`src/rtl/lfsr_pkg.sv`:
```
`timescale 1ns/1ps
package lfsr_pkg;

  localparam int MAX_LEN = 9;

  // Strobes that the control half sends to the datapath half.
  typedef struct packed {
    logic load;
    logic step;
  } lfsrStrobe_t;

  // Tap positions, one bit per position, keyed by register length.
  function automatic logic [MAX_LEN-1:0] tapMask(input int len);
    logic [MAX_LEN-1:0] m;
    m = '0;
    case (len)
      2: begin m[1] = 1'b1; m[0] = 1'b1; end
      3: begin m[2] = 1'b1; m[0] = 1'b1; end
      4: begin m[3] = 1'b1; m[0] = 1'b1; end
      5: begin m[4] = 1'b1; m[1] = 1'b1; end
      6: begin m[5] = 1'b1; m[0] = 1'b1; end
      7: begin m[6] = 1'b1; m[2] = 1'b1; end
      8: begin m[7] = 1'b1; m[3] = 1'b1; m[2] = 1'b1; m[1] = 1'b1; end
      9: begin m[8] = 1'b1; m[3] = 1'b1; end
      default: m = '0;
    endcase
    return m;
  endfunction

endpackage

```
`src/rtl/lfsr_ctrl.sv`:
```
`timescale 1ns/1ps
module lfsr_ctrl
  import lfsr_pkg::*;
(
  input  logic        rst,
  input  logic        en,
  output lfsrStrobe_t strobe
);

  // Reset wins over enable; otherwise enable advances the register.
  always_comb begin
    strobe.load = rst;
    strobe.step = en & ~rst;
  end

endmodule

```
`src/rtl/lfsr_datapath.sv`:
```
`timescale 1ns/1ps
module lfsr_datapath
  import lfsr_pkg::*;
#(
  parameter int               LEN  = 9,
  parameter logic [MAX_LEN-1:0] SEED = '1
) (
  input  logic           clk,
  input  lfsrStrobe_t    strobe,
  output logic [LEN-1:0] stateOut
);

  localparam logic [MAX_LEN-1:0] TAPS_FULL = tapMask(LEN);
  localparam logic [LEN-1:0]     TAPS      = TAPS_FULL[LEN-1:0];
  localparam logic [LEN-1:0]     SEED_RAW  = SEED[LEN-1:0];
  // An all-zero seed would lock the register; fall back to all ones.
  localparam logic [LEN-1:0]     SEED_EFF  = (SEED_RAW == '0) ? '1 : SEED_RAW;

  logic [LEN-1:0] stateQ;
  logic           feedback;

  generate
    if (LEN < 2 || LEN > MAX_LEN) begin : g_badLen
      $error("lfsr_datapath: LEN must lie between 2 and 9");
    end
    if (LEN == 8) begin : g_tree
      // Four taps: two pair XORs feeding a final XOR.
      logic pairLo;
      logic pairHi;
      always_comb begin
        pairLo   = stateQ[1] ^ stateQ[2];
        pairHi   = stateQ[3] ^ stateQ[7];
        feedback = pairLo ^ pairHi;
      end
    end else begin : g_pair
      always_comb feedback = ^(stateQ & TAPS);
    end
  endgenerate

  always_ff @(posedge clk) begin
    if (strobe.load) begin
      stateQ <= SEED_EFF;
    end else if (strobe.step) begin
      stateQ <= {stateQ[LEN-2:0], feedback};
    end
  end

  assign stateOut = stateQ;

endmodule

```
`src/rtl/lfsr_pattern_gen.sv`:
```
`timescale 1ns/1ps
module lfsr_pattern_gen
  import lfsr_pkg::*;
#(
  parameter int                 LEN  = 9,
  parameter logic [MAX_LEN-1:0] SEED = '1
) (
  input  logic           clk,
  input  logic           rst,
  input  logic           en,
  output logic [LEN-1:0] pattern
);

  lfsrStrobe_t strobe;

  lfsr_ctrl i_ctrl (
    .rst    (rst),
    .en     (en),
    .strobe (strobe)
  );

  lfsr_datapath #(
    .LEN  (LEN),
    .SEED (SEED)
  ) i_datapath (
    .clk      (clk),
    .strobe   (strobe),
    .stateOut (pattern)
  );

endmodule

```
`config.mk`:
```
export PLATFORM = sky130hd
export DESIGN_NAME = lfsr_pattern_gen
export DESIGN_NICKNAME = d
export VERILOG_FILES = /design/src/rtl/lfsr_pkg.sv /design/src/rtl/lfsr_ctrl.sv /design/src/rtl/lfsr_datapath.sv /design/src/rtl/lfsr_pattern_gen.sv
export SDC_FILE = /design/constraint.sdc
export NUM_CORES = 1
export LEC_CHECK = 0
export ABC_AREA = 1
export BUFFER_PORTS_ARGS = -buffer_cell sky130_fd_sc_hd__buf_2
export CAP_MARGIN = 20
export CORE_UTILIZATION = 25
export DETAILED_ROUTE_END_ITERATION = 10
export PLACE_DENSITY = 0.45
export SLEW_MARGIN = 20
export SYNTH_ARGS = -nofsm -noshare
export SYNTH_HDL_FRONTEND = slang
export SYNTH_SLANG_ARGS = --single-unit
export TNS_END_PERCENT = 30
```
`constraint.sdc`:
```
create_clock -name clk -period 0.8 [get_ports clk]
set_input_delay 0.04 -clock clk [delete_from_list [all_inputs] [get_ports clk]]
set_output_delay 0.04 -clock clk [all_outputs]
set_load 0.05 [all_outputs]
```
* Word-level counts from Yosys, hierarchy flattened
Index checks and enable logic that the tools add are counted.
Storage, ports and cells: register bits after elaboration 9, output and inout bits 9, logic and storage cells 4
Operators by class: bitwise logic cells 2, reductions and logical operators 1
Operators with widths (number):
- XOR reduction 9 bit | 1
- bitwise AND 1 bit | 1
- inverter 1 bit | 1

* Logic depth before layout (Yosys ltp)
Gate-level depths: netlist of the first run.
depth after elaboration 2, mapped depth 5, depth with buffers taken out 5

* Hierarchy
From an unflattened synthesis of the first run, not the netlist that was laid out.
Second synthesis, totals: cells, all modules 45, area, all modules 346.6 um^2
Modules (own cells, without submodules):
- lfsr_datapath | times used 1, cells an instance 42, area each 329.1 um^2, seq. area each 180.2 um^2
- lfsr_ctrl | times used 1, cells an instance 3, area each 17.5 um^2, seq. area each 0.0 um^2

* Worst setup path after synthesis of the first run
Ideal clock, no wire load.
path kind register to register, start point register i_datapath.stateQ[8] (netlist: i_datapath.stateOut[8]), end point register i_datapath.stateQ[0] (netlist: i_datapath.stateOut[0]), library setup time 115 ps, arrival 963 ps, data required time 685 ps, path slack -278 ps, cell stages (with the launch flop) 6, cells stage by stage dfxtp_1 inv_1 nand2_1 nand2_1 nand2_1 nand2_1
On the way: longest elaborated chain between the ends 1
RTL lines:
- from (decl) | RTL line lfsr_datapath.sv:19 | logic [LEN-1:0] stateQ;
- from (signal assigned) | RTL line lfsr_datapath.sv:44 | stateQ <= {stateQ[LEN-2:0], feedback};
- XOR reduction 9 bit | RTL line lfsr_datapath.sv:36 | always_comb feedback = ^(stateQ & TAPS);
No other way between the ends. A chain may end at the register's enable or synchronous reset.

* Worst setup path in the final report of the first run
start point register i_datapath.stateQ[2] (netlist: i_datapath.stateOut[2]), end point output port pattern[2]
RTL lines:
- to (decl) | RTL line lfsr_pattern_gen.sv:11 | output logic [LEN-1:0] pattern
No word-level cell between the ends.

==> metrics.txt, run 1 <==
# TYPE chip_impl_metric gauge
chip_impl_info{name="synth_largest_area_cell",value="sky130_fd_sc_hd__dfxtp_1"} 1
chip_impl_metric{name="timing_worst_slew_pin_value",unit="ps"} 155.9
chip_impl_metric{name="max_cap_violations",unit=""} 0
chip_impl_info{name="worst_hold_path_type",value="input port to register"} 1
chip_impl_metric{name="path_buf_inv",unit=""} 1
chip_impl_info{name="tritoncts",value="yes"} 1
chip_impl_metric{name="grt_pass1_wl",unit="mm"} 1.131
chip_impl_metric{name="timing.final.max_slew_violations",unit=""} 0
chip_impl_metric{name="fin_worst_skew",unit="ps"} 2.959
chip_impl_metric{name="design.portCount",unit=""} 12
chip_impl_info{name="critical_path.reg2reg.endpoint",value="i_datapath.stateOut[8]"} 1
chip_impl_metric{name="max_stage_delay",unit="ps"} 360
chip_impl_info{name="critPathTopFamily",value="flip-flops"} 1
chip_impl_metric{name="gr-total-overflow",unit=""} 0
chip_impl_metric{name="place.detailed.hpwl",unit="microns"} 486.2
chip_impl_info{name="hp-start",value="rst"} 1
chip_impl_metric{name="cp_data_required_time",unit="ps"} 760
chip_impl_metric{name="finalWirelength",unit="microns"} 652
chip_impl_metric{name="cp.arrival",unit="ps"} 760
chip_impl_info{name="crit_path_top_delay_cell",value="sky130_fd_sc_hd__dfxtp_4"} 1
chip_impl_metric{name="final_hold_viol_count",unit=""} 0
chip_impl_metric{name="largest_net_degree_at_the_start_of_global_routing",unit=""} 9
chip_impl_info{name="run_status",value="finished, violations left"} 1
chip_impl_metric{name="post-synth-top-area-fraction",unit="%"} 53.93
chip_impl_metric{name="place_inst",unit=""} 66
chip_impl_metric{name="numClockSinks",unit=""} 9
chip_impl_metric{name="reg2reg_setup_slack",unit="ps"} 50
chip_impl_metric{name="detailed_routing_iterations_pass_1",unit=""} 4
chip_impl_metric{name="initialDrtViolationCount",unit=""} 7
chip_impl_metric{name="leakage",unit="nW"} 0.2652
chip_impl_metric{name="dieHeight",unit="microns"} 38.56
chip_impl_info{name="setup.worst_path.class",value="register to output port"} 1
chip_impl_metric{name="yosys_warnings",unit=""} 0
chip_impl_info{name="netlist_top_cells_area",value="sky130_fd_sc_hd__dfxtp_1, sky130_fd_sc_hd__nand2_1, sky130_fd_sc_hd__nand3_1"} 1
chip_impl_metric{name="die_width",unit="microns"} 38.56
chip_impl_metric{name="cts_max_path_buffers",unit=""} 2
chip_impl_info{name="critical_path.startpoint",value="i_datapath.stateOut[2]"} 1
chip_impl_metric{name="floorplan.die_area",unit="sq um"} 1486
chip_impl_metric{name="core.rowCount",unit=""} 12
chip_impl_metric{name="layout_setup_ws",unit="ps"} -3.534
chip_impl_info{name="grt_setup_unrepaired",value="true"} 1
chip_impl_metric{name="wl_per_cell",unit="microns"} 9.183
chip_impl_metric{name="post_dp_cell_area",unit="sq um"} 421.7
chip_impl_metric{name="max-vdd-ir-drop",unit="mV"} 1.390
chip_impl_info{name="violations",value="setup timing"} 1
chip_impl_metric{name="vias_in_the_first_global_route",unit=""} 266
chip_impl_metric{name="largest_register_ffs",unit=""} 9
chip_impl_metric{name="achievable-frequency",unit="GHz"} 1.245
chip_impl_metric{name="clock_pin_slew_worst_setup_and_hold_paths",unit="ps"} 60
chip_impl_metric{name="clock_insertion_delay_worst_skew",unit="ps"} 260
chip_impl_metric{name="grt.total_usage",unit="%"} 11.76
chip_impl_metric{name="share_of_synthesized_area_occupied_by_flip_flops_and_latches",unit="%"} 53.93
chip_impl_metric{name="slew-limit-headroom",unit="%"} 89.60
chip_impl_metric{name="antennaDiodeCount",unit=""} 0
chip_impl_info{name="clockRootBuffer",value="sky130_fd_sc_hd__clkbuf_4"} 1
chip_impl_metric{name="syn-cell-area",unit="sq um"} 334.1
chip_impl_metric{name="p_total",unit="mW"} 1.145
chip_impl_info{name="critical_path.startpoint_type",value="register"} 1
chip_impl_metric{name="fillers",unit=""} 122
chip_impl_metric{name="multi_input_comb_area",unit="sq um"} 127.6
chip_impl_metric{name="cts.htree.levels",unit=""} 1
chip_impl_info{name="crit_path_cell_trace",value="buf_8"} 1
chip_impl_metric{name="mappedNetlistNets",unit=""} 44
chip_impl_metric{name="stdcell_count",unit=""} 71
chip_impl_metric{name="fp.coreArea",unit="sq um"} 1171
chip_impl_metric{name="netlist-cell-type-count",unit=""} 11
chip_impl_metric{name="antenna_violations_before_repair",unit=""} 0
chip_impl_info{name="setup.worst_path.end_class",value="output port"} 1
chip_impl_metric{name="cp.depth",unit=""} 1
chip_impl_metric{name="route.vias.total",unit=""} 305
chip_impl_metric{name="areaGrowthSynthToFinish",unit="%"} 65.92
chip_impl_info{name="r2r_start",value="i_datapath.stateOut[7]"} 1
chip_impl_metric{name="final_layout_size_suffix_gt1_share",unit="%"} 50.88
chip_impl_metric{name="final_min_period_over_clock_period",unit="%"} 100.4
chip_impl_metric{name="setup-violations-final",unit=""} 2
chip_impl_metric{name="period_needed",unit="ps"} 803.5
chip_impl_metric{name="synth.ff_latch_count",unit=""} 9
chip_impl_metric{name="postSynthCellCount",unit=""} 41
chip_impl_metric{name="power.density",unit="nW/um^2"} 2066
chip_impl_metric{name="starting_density",unit="%"} 28.53
chip_impl_metric{name="finalHoldWorstSlack",unit="ps"} 38.54
chip_impl_info{name="crit_end",value="pattern[2]"} 1
chip_impl_metric{name="routabilityCongestion",unit=""} 0.6884
chip_impl_metric{name="critical_path.max_fanout",unit=""} 3
chip_impl_metric{name="io_buffer_count",unit=""} 11
chip_impl_metric{name="final_antenna_net_count",unit=""} 0
chip_impl_metric{name="drc_viols",unit=""} 0
chip_impl_metric{name="worst_setup_slack_post_dpl",unit="ps"} 103.3
chip_impl_metric{name="finalNetCount",unit=""} 61
chip_impl_metric{name="via_count_normalized_by_instance_count",unit=""} 4.296
chip_impl_metric{name="number_of_cells_on_the_worst_reg_to_reg_path",unit=""} 3
chip_impl_metric{name="seq_area",unit="sq um"} 198.9
chip_impl_metric{name="cts_made_buffers",unit=""} 3
chip_impl_metric{name="finish.instance_area",unit="sq um"} 554.3
chip_impl_metric{name="post_synth.cell_area_avg",unit="sq um"} 8.148
-- area by class of cell --
| class | instances | share of cell area [%] |
|---|---|---|
| flip-flops and latches | 9 | 35.89 |
| multi-input cells | 27 | 23.02 |
| clock buffers | 4 | 4.740 |
| inverters | 4 | 2.709 |
| well taps | 14 | 3.160 |
| repair buffers | 13 | 30.47 |
-- where the power goes --
part | switching [mW] | total (mW) | internal, mW
Clock | 0.153 | 0.345 | 0.192
Combinational | 0.168 | 0.287 | 0.119
Sequential | 0.0317 | 0.513 | 0.482
Total | 0.353 | 1.15 | 0.792
-- routing by layer --
| metal | vias to the layer above | part of all wire [%] | track usage [%] |
|---|---|---|---|
| met5 | - | 0 | 0 |
| met4 | 0 | 0 | 2.586 |
| met3 | 0 | 9.4 | 9.302 |
| met2 | 11 | 45 | 16.25 |
| met1 | 131 | 46 | 14.08 |
| li1 | 163 | - | - |
-- cells in the mapped netlist --
master,n
sky130_fd_sc_hd__nand3_1,5
sky130_fd_sc_hd__o21ai_0,1
sky130_fd_sc_hd__inv_1,3
sky130_fd_sc_hd__inv_2,1
sky130_fd_sc_hd__a21oi_1,2
sky130_fd_sc_hd__a21oi_2,2
sky130_fd_sc_hd__o21ai_2,1
sky130_fd_sc_hd__dfxtp_1,9
sky130_fd_sc_hd__o21ai_1,1
sky130_fd_sc_hd__nand2_1,15
sky130_fd_sc_hd__buf_6,1
-- worst min path at each step --
stage                     depth (start not counted)                endpoint
after CTS                                         3  i_datapath.stateOut[8]
after global routing                              3  i_datapath.stateOut[8]
final                                             3  i_datapath.stateOut[8]
after global placement                            3  i_datapath.stateOut[8]
after floorplan                                   2  i_datapath.stateOut[8]
after detailed placement                          3  i_datapath.stateOut[8]
-- metrics by stage --
step	utilization (%)	TNS [ps]
2_1_floorplan	-	-511.9
3_3_place_gp	36.00	0
3_5_place_dp	36.00	0
4_1_cts	46.26	-60.06
5_1_grt	47.33	-255.0
6_report	47.33	-5.268
-- cell families (layout without fill, tap and decap cells) --
group           count (synthesis)  count (layout)  synth area share (%)
buf+inv                         5              21                 7.864
flops                           9               9                 53.93
compound gates                  7               7                 13.86
simple gates                   20              20                 24.34
-- placed cells by master (no fill, tap or decap), drive strengths merged --
cell,count
nand2,15
buf,13
dfxtp,9
nand3,5
inv,4
clkbuf,4
a21oi,4
o21ai,3
-- timing repair --
item,in CTS,in global routing
gates resized for setup,30,4
pin swaps,0,0
setup buffers,1,0
hold buffers,0,0
setup endpoints to repair,9,9
Note: power is estimated with default switching activity, not from simulation.
==> run 2: changes to the inputs <==
--- a/config.mk
+++ b/config.mk
@@ -8,6 +8,7 @@
 export ABC_AREA = 1
 export BUFFER_PORTS_ARGS = -buffer_cell sky130_fd_sc_hd__buf_2
 export CAP_MARGIN = 20
+export CORE_MARGIN = 5
 export CORE_UTILIZATION = 25
 export DETAILED_ROUTE_END_ITERATION = 10
 export PLACE_DENSITY = 0.45
==> constraint.sdc (replaced) <==
create_clock -name clk -period 0.91 [get_ports clk]
set_input_delay 0.0455 -clock clk [delete_from_list [all_inputs] [get_ports clk]]
set_output_delay 0.0455 -clock clk [all_outputs]
set_load 0.05 [all_outputs]
==> run 2 against run 1 <==
Net effect: the flow now finishes without violations; final cell count unchanged; worst setup slack better by 49 ps; non-clock buffer count down 1; wire length up 10%; cell area down 16%; combinational power down 26%; core utilization down 11 points; via count up 0.66%; sequential cell count unchanged; critical path type unchanged.
==> metrics.txt, run 2 (synthesis results as in run 1) <==
# TYPE chip_impl_metric gauge
chip_impl_info{name="run_status",value="complete, no violations"} 1
chip_impl_info{name="most-common-layout-cells",value="sky130_fd_sc_hd__nand2_1, sky130_fd_sc_hd__dfxtp_1, sky130_fd_sc_hd__buf_4, sky130_fd_sc_hd__nand3_1, sky130_fd_sc_hd__clkbuf_4"} 1
chip_impl_metric{name="seq_area",unit="sq um"} 183.9
chip_impl_metric{name="starting_density",unit="%"} 26.00
chip_impl_metric{name="clock_insertion_delay_worst_skew",unit="ps"} 260
chip_impl_metric{name="slew-limit-headroom",unit="%"} 88.97
chip_impl_metric{name="design.portCount",unit=""} 12
chip_impl_metric{name="cts_hold_buf",unit=""} 0
chip_impl_metric{name="p_total",unit="mW"} 0.9624
chip_impl_metric{name="cp_data_required_time",unit="ps"} 860
chip_impl_metric{name="cts_made_buffers",unit=""} 3
chip_impl_metric{name="place.detailed.hpwl",unit="microns"} 540.9
chip_impl_metric{name="drc_viols",unit=""} 0
chip_impl_metric{name="switching_share",unit="%"} 31.62
chip_impl_metric{name="floorplan.die_area",unit="sq um"} 2167
chip_impl_metric{name="areaGrowthSynthToFinish",unit="%"} 40.08
chip_impl_metric{name="power.combinational.fraction",unit="%"} 22.0
chip_impl_info{name="critPathTopFamily",value="flip-flops"} 1
chip_impl_metric{name="path_buf_inv",unit=""} 1
chip_impl_metric{name="cts_max_path_buffers",unit=""} 2
chip_impl_metric{name="timing.final.max_slew_violations",unit=""} 0
chip_impl_metric{name="leakage",unit="nW"} 0.2349
chip_impl_metric{name="final_hold_viol_count",unit=""} 0
chip_impl_metric{name="min_path_cells",unit=""} 3
chip_impl_metric{name="critical_path.max_fanout",unit=""} 3
chip_impl_metric{name="power.share.clock",unit="%"} 31.8
chip_impl_metric{name="seq_power_share",unit="%"} 46.2
chip_impl_info{name="worst_hold_path_type",value="input port to register"} 1
chip_impl_metric{name="fp.coreArea",unit="sq um"} 1285
chip_impl_metric{name="max_stage_delay",unit="ps"} 350
chip_impl_metric{name="max-vdd-ir-drop",unit="mV"} 1.131
chip_impl_metric{name="finalNetCount",unit=""} 60
chip_impl_metric{name="fin_setup_tns",unit="ps"} 0
chip_impl_metric{name="reg2reg_setup_slack",unit="ps"} 210
chip_impl_info{name="worst_hold_path.endpoint",value="i_datapath.stateOut[8]"} 1
chip_impl_metric{name="final_antenna_net_count",unit=""} 0
chip_impl_metric{name="wl_per_cell",unit="microns"} 10.10
chip_impl_info{name="critical_path.startpoint_type",value="register"} 1
chip_impl_metric{name="initialDrtViolationCount",unit=""} 2
chip_impl_metric{name="largest_register_ffs",unit=""} 9
chip_impl_metric{name="number_of_cells_on_the_worst_reg_to_reg_path",unit=""} 5
chip_impl_info{name="setup.worst_path.end_class",value="output port"} 1
chip_impl_info{name="crit_path_cell_trace",value="buf_4"} 1
chip_impl_info{name="tritoncts",value="yes"} 1
chip_impl_metric{name="cp.arrival",unit="ps"} 820
chip_impl_metric{name="antenna_violations_before_repair",unit=""} 0
chip_impl_metric{name="largest_net_degree_at_the_start_of_global_routing",unit=""} 9
chip_impl_metric{name="fin_worst_skew",unit="ps"} 6.077
chip_impl_info{name="clockRootBuffer",value="sky130_fd_sc_hd__clkbuf_4"} 1
chip_impl_metric{name="multi_input_comb_area",unit="sq um"} 127.6
chip_impl_info{name="r2r_start",value="i_datapath.stateOut[8]"} 1
chip_impl_metric{name="via_count_normalized_by_instance_count",unit=""} 4.324
chip_impl_metric{name="max_cap_violations",unit=""} 0
chip_impl_metric{name="gr-total-overflow",unit=""} 0
chip_impl_info{name="critical_path.startpoint",value="i_datapath.stateOut[5]"} 1
chip_impl_info{name="grt_setup_unrepaired",value="false"} 1
chip_impl_metric{name="die_width",unit="microns"} 46.56
chip_impl_metric{name="cts.htree.levels",unit=""} 1
chip_impl_metric{name="setup-violations-final",unit=""} 0
chip_impl_metric{name="final_layout_size_suffix_gt1_share",unit="%"} 39.29
chip_impl_metric{name="finalWirelength",unit="microns"} 717
chip_impl_metric{name="core.rowCount",unit=""} 13
chip_impl_metric{name="period_needed",unit="ps"} 864.8
chip_impl_metric{name="power.net_switching",unit="mW"} 0.3043
chip_impl_metric{name="internal-power",unit="mW"} 0.6581
chip_impl_metric{name="dieHeight",unit="microns"} 46.56
chip_impl_info{name="hp-start",value="rst"} 1
chip_impl_metric{name="antennaDiodeCount",unit=""} 0
chip_impl_metric{name="routabilityCongestion",unit=""} 0.6581
chip_impl_metric{name="grt_pass1_wl",unit="mm"} 1.255
chip_impl_metric{name="io_buffer_count",unit=""} 11
chip_impl_metric{name="fillers",unit=""} 142
chip_impl_metric{name="vias_in_the_first_global_route",unit=""} 253
chip_impl_info{name="critical_path.reg2reg.endpoint",value="i_datapath.stateOut[0]"} 1
chip_impl_metric{name="clock_pin_slew_worst_setup_and_hold_paths",unit="ps"} 60
chip_impl_metric{name="detailed_routing_iterations_pass_1",unit=""} 2
chip_impl_metric{name="timing_worst_slew_pin_value",unit="ps"} 165.5
chip_impl_info{name="crit_path_top_delay_cell",value="sky130_fd_sc_hd__dfxtp_1"} 1
chip_impl_metric{name="numClockSinks",unit=""} 9
chip_impl_metric{name="power.density",unit="nW/um^2"} 2057
chip_impl_metric{name="final_min_period_over_clock_period",unit="%"} 95.03
chip_impl_info{name="setup.worst_path.class",value="register to output port"} 1
chip_impl_metric{name="route.vias.total",unit=""} 307
chip_impl_metric{name="grt.total_usage",unit="%"} 8.247
chip_impl_info{name="final_common_cell",value="sky130_fd_sc_hd__nand2_1"} 1
chip_impl_metric{name="achievable-frequency",unit="GHz"} 1.156
==> run 2: repair_timing <==
action                                  in CTS  in global routing
buffers inserted                             0                  0
hold endpoints to repair                     0                  0
gates resized for setup                      8                  5
endpoints found under the setup margin       8                  4
==> run 2: layout make-up <==
type,instances,share of cell area (%)
inverter,4,3.209
clock buffer,4,5.615
multi-input combinational,27,27.27
tap,15,4.011
timing repair buffer,12,20.59
sequential,9,39.30
==> run 2: routing by layer <==
| metal | vias to the layer above | global-route usage [%] | part of all wire, % | wire, microns |
|---|---|---|---|---|
| met5 | - | 0 | 0 | 0 |
| met4 | 0 | 0 | 0 | 0 |
| met3 | 0 | 6.250 | 14 | 99 |
| met2 | 12 | 11.26 | 37 | 262 |
| met1 | 135 | 10.93 | 50 | 355 |
| li1 | 160 | - | - | - |
==> run 2: stage by stage <==
step	setup WS [ps]	hold WS [ps]	instances	area (sq um)	utilization [%]
final	45.19	43.50	71	467.9	36.42
after global routing	0.6155	66.00	71	467.9	36.42
after CTS	6.332	37.92	71	452.9	35.25
after detailed placement	225.0	311.4	67	406.6	31.65
after global placement	211.6	318.9	67	406.6	31.65
after floorplan	24.20	128.2	41	336.6	-
==> run 2: how the worst max path moves through the flow <==
stage	endpoint	depth (start not counted)	slack, ps
floorplan	i_datapath.stateOut[0]	5	20
global placement	i_datapath.stateOut[0]	5	210
detailed placement	i_datapath.stateOut[0]	5	230
CTS	pattern[2]	1	6
global route	pattern[0]	1	0.6
finish	pattern[5]	1	50
==> run 2: power by group through the flow <==
| stage | registers, mW | clock network (mW) | logic (mW) |
|---|---|---|---|
| after CTS | 0.443 | 0.322 | 0.208 |
| after global placement | 0.450 | 0 | 0.195 |
| final | 0.445 | 0.306 | 0.212 |
| after global routing | 0.449 | 0.341 | 0.230 |
| after detailed placement | 0.450 | 0 | 0.194 |
| after floorplan | 0.543 | 0 | 0.0563 |
==> run 3: changes to the inputs <==
--- a/config.mk
+++ b/config.mk
@@ -6,12 +6,12 @@
 export NUM_CORES = 1
 export LEC_CHECK = 0
 export ABC_AREA = 1
-export BUFFER_PORTS_ARGS = -buffer_cell sky130_fd_sc_hd__buf_2
 export CAP_MARGIN = 20
 export CORE_MARGIN = 5
 export CORE_UTILIZATION = 25
 export DETAILED_ROUTE_END_ITERATION = 10
-export PLACE_DENSITY = 0.45
+export DONT_BUFFER_PORTS = 1
+export PLACE_DENSITY = 0.37
 export SLEW_MARGIN = 20
 export SYNTH_ARGS = -nofsm -noshare
 export SYNTH_HDL_FRONTEND = slang
==> run 3 against run 2 <==
Net effect: count of clock-buffer cells in the layout unchanged; wire length up 4.7%; die area unchanged; non-clock buffer count down 1; largest power group unchanged; sequential cell count unchanged; register-to-register slack about the same; clock skew down 1.3 ps; sequential power about the same; clock power about the same; critical path depth unchanged; the run now ends with hold timing left; largest cell class unchanged.
==> metrics.txt, run 3 (synthesis results as in run 1) <==
# TYPE chip_impl_metric gauge
chip_impl_info{name="setup.worst_path.end_class",value="output port"} 1
chip_impl_metric{name="worst_setup_slack_post_dpl",unit="ps"} 235.1
chip_impl_info{name="crit_path_top_delay_cell",value="sky130_fd_sc_hd__dfxtp_1"} 1
chip_impl_metric{name="drc_viols",unit=""} 0
chip_impl_info{name="r2r_start",value="i_datapath.stateOut[8]"} 1
chip_impl_info{name="tritoncts",value="yes"} 1
chip_impl_metric{name="io_buffer_count",unit=""} 0
chip_impl_metric{name="reg2reg_setup_slack",unit="ps"} 220
chip_impl_metric{name="cp_data_required_time",unit="ps"} 860
chip_impl_metric{name="clock_insertion_delay_worst_skew",unit="ps"} 260
chip_impl_metric{name="finalWirelength",unit="microns"} 751
chip_impl_info{name="crit_path_cell_trace",value="buf_6"} 1
chip_impl_info{name="worst_hold_path_type",value="input port to register"} 1
chip_impl_metric{name="initialDrtViolationCount",unit=""} 7
chip_impl_metric{name="final_min_period_over_clock_period",unit="%"} 97.59
chip_impl_metric{name="clock_pin_slew_worst_setup_and_hold_paths",unit="ps"} 60
chip_impl_metric{name="setup-violations-final",unit=""} 0
chip_impl_metric{name="antennaDiodeCount",unit=""} 0
chip_impl_metric{name="dieHeight",unit="microns"} 46.56
chip_impl_metric{name="die_width",unit="microns"} 46.56
chip_impl_metric{name="detailed_routing_iterations_pass_1",unit=""} 2
chip_impl_metric{name="layout_setup_ws",unit="ps"} 21.95
chip_impl_metric{name="final_antenna_net_count",unit=""} 0
chip_impl_metric{name="number_of_cells_on_the_worst_reg_to_reg_path",unit=""} 5
chip_impl_info{name="violations",value="hold timing"} 1
chip_impl_metric{name="max-vdd-ir-drop",unit="mV"} 0.7250
chip_impl_info{name="critical_path.reg2reg.endpoint",value="i_datapath.stateOut[0]"} 1
chip_impl_metric{name="gr-total-overflow",unit=""} 0
chip_impl_metric{name="core.rowCount",unit=""} 13
chip_impl_metric{name="cts.htree.levels",unit=""} 1
chip_impl_metric{name="max_cap_violations",unit=""} 0
chip_impl_info{name="grt_setup_unrepaired",value="false"} 1
chip_impl_metric{name="starting_density",unit="%"} 26.00
chip_impl_info{name="clockRootBuffer",value="sky130_fd_sc_hd__clkbuf_4"} 1
chip_impl_metric{name="grt_pass1_wl",unit="mm"} 1.173
chip_impl_metric{name="critical_path.max_fanout",unit=""} 3
chip_impl_metric{name="achievable-frequency",unit="GHz"} 1.126
chip_impl_metric{name="min_path_cells",unit=""} 3
chip_impl_metric{name="numClockSinks",unit=""} 9
chip_impl_metric{name="route.vias.total",unit=""} 305
chip_impl_info{name="final_common_cell",value="sky130_fd_sc_hd__nand2_1"} 1
chip_impl_metric{name="path_buf_inv",unit=""} 1
chip_impl_metric{name="antenna_violations_before_repair",unit=""} 0
chip_impl_metric{name="leakage",unit="nW"} 0.2381
chip_impl_info{name="hp-start",value="en"} 1
chip_impl_info{name="most-common-layout-cells",value="sky130_fd_sc_hd__nand2_1, sky130_fd_sc_hd__dfxtp_1, sky130_fd_sc_hd__buf_4, sky130_fd_sc_hd__nand3_1"} 1
chip_impl_metric{name="areaGrowthSynthToFinish",unit="%"} 40.08
chip_impl_metric{name="final_core_utilization",unit="%"} 36.42
chip_impl_metric{name="largest_net_degree_at_the_start_of_global_routing",unit=""} 11
chip_impl_metric{name="fp.coreArea",unit="sq um"} 1285
chip_impl_metric{name="via_count_normalized_by_instance_count",unit=""} 4.357
chip_impl_metric{name="vias_in_the_first_global_route",unit=""} 285
chip_impl_metric{name="fin_worst_skew",unit="ps"} 4.805
chip_impl_metric{name="p_total",unit="mW"} 0.9591
chip_impl_metric{name="finalHoldWorstSlack",unit="ps"} -1.873
chip_impl_info{name="critPathTopFamily",value="flip-flops"} 1
chip_impl_metric{name="slew-limit-headroom",unit="%"} 71.98
chip_impl_metric{name="timing.final.max_slew_violations",unit=""} 0
chip_impl_metric{name="period_needed",unit="ps"} 888.1
chip_impl_metric{name="max_stage_delay",unit="ps"} 400
chip_impl_metric{name="finalNetCount",unit=""} 59
chip_impl_metric{name="fin_setup_tns",unit="ps"} 0
chip_impl_metric{name="fillers",unit=""} 139
chip_impl_metric{name="grt.total_usage",unit="%"} 8.142
chip_impl_metric{name="design.portCount",unit=""} 12
chip_impl_metric{name="routabilityCongestion",unit=""} 0.7164
chip_impl_info{name="run_status",value="finished, violations left"} 1
chip_impl_metric{name="power.density",unit="nW/um^2"} 2050
chip_impl_metric{name="cts_max_path_buffers",unit=""} 2
chip_impl_metric{name="place.detailed.hpwl",unit="microns"} 567.9
chip_impl_metric{name="floorplan.die_area",unit="sq um"} 2167
chip_impl_info{name="setup.worst_path.class",value="register to output port"} 1
chip_impl_metric{name="largest_register_ffs",unit=""} 9
chip_impl_metric{name="wl_per_cell",unit="microns"} 10.73
chip_impl_metric{name="cts_made_buffers",unit=""} 3
chip_impl_info{name="worst_hold_path.endpoint",value="i_datapath.stateOut[6]"} 1
chip_impl_info{name="critical_path.startpoint_type",value="register"} 1
chip_impl_metric{name="final_hold_viol_count",unit=""} 2
chip_impl_metric{name="cp.arrival",unit="ps"} 840
chip_impl_metric{name="final_layout_size_suffix_gt1_share",unit="%"} 32.73
chip_impl_metric{name="timing_worst_slew_pin_value",unit="ps"} 420.3
run 3: cell types whose count changed in the layout (fill, tap and decap cells not counted):
cell,previous run,this run
sky130_fd_sc_hd__buf_2,2,0
sky130_fd_sc_hd__buf_4,6,7
sky130_fd_sc_hd__buf_6,3,2
sky130_fd_sc_hd__clkbuf_4,4,3
sky130_fd_sc_hd__dfxtp_1,6,7
sky130_fd_sc_hd__dfxtp_2,3,2
sky130_fd_sc_hd__dlygate4sd3_1,0,1
sky130_fd_sc_hd__dlymetal6s4s_1,0,1
run 3: cell type report:
cell class / count / area [sq um] / share of cell area, %
Inverter: 4 / 15.01 / 3.209
Clock buffer: 4 / 26.28 / 5.615
Tap cell: 15 / 18.77 / 4.011
Timing Repair Buffer: 11 / 97.59 / 20.86
Multi-Input combinational cell: 27 / 127.6 / 27.27
Sequential cell: 9 / 182.7 / 39.04
run 3: power by group:
part / switching [mW] / internal (mW) / total, mW
combinational: 0.144 / 0.0653 / 0.210
sequential: 0.0226 / 0.423 / 0.445
clock: 0.136 / 0.169 / 0.304
total: 0.302 / 0.657 / 0.959
run 3: worst max-delay path by stage:
stage,depth (start not counted),end,slack [ps],from
2_1_floorplan,5,i_datapath.stateOut[0],20,i_datapath.stateOut[8]
3_3_place_gp,5,i_datapath.stateOut[0],240,i_datapath.stateOut[8]
3_5_place_dp,5,i_datapath.stateOut[0],240,i_datapath.stateOut[3]
4_1_cts,1,pattern[2],6,i_datapath.stateOut[2]
5_1_grt,1,pattern[0],0.8,i_datapath.stateOut[0]
6_report,1,pattern[2],20,i_datapath.stateOut[2]
run 3: through the flow:
stage,hold WS (ps),cells,instance area [sq um]
final,-1.873,70,467.9
after global routing,12.31,70,467.9
after CTS,1.133,70,457.9
after detailed placement,123.7,64,411.6
after global placement,121.5,64,411.6
after floorplan,128.2,41,336.6
run 3: layer usage:
metal / track usage, % / vias to the layer above / routed length, microns
li1: - / 159 / -
met1: 9.908 / 131 / 352
met2: 10.44 / 11 / 303
met3: 2.734 / 4 / 73
met4: 8.523 / 0 / 21
met5: 0 / - / 0
run 3: timing repair:
action                                  in CTS  in global routing
setup buffers                                0                  0
endpoints found under the setup margin       0                  4
hold buffers                                 2                  0
resized for setup                            0                  3
hold endpoints to repair                     9                  0
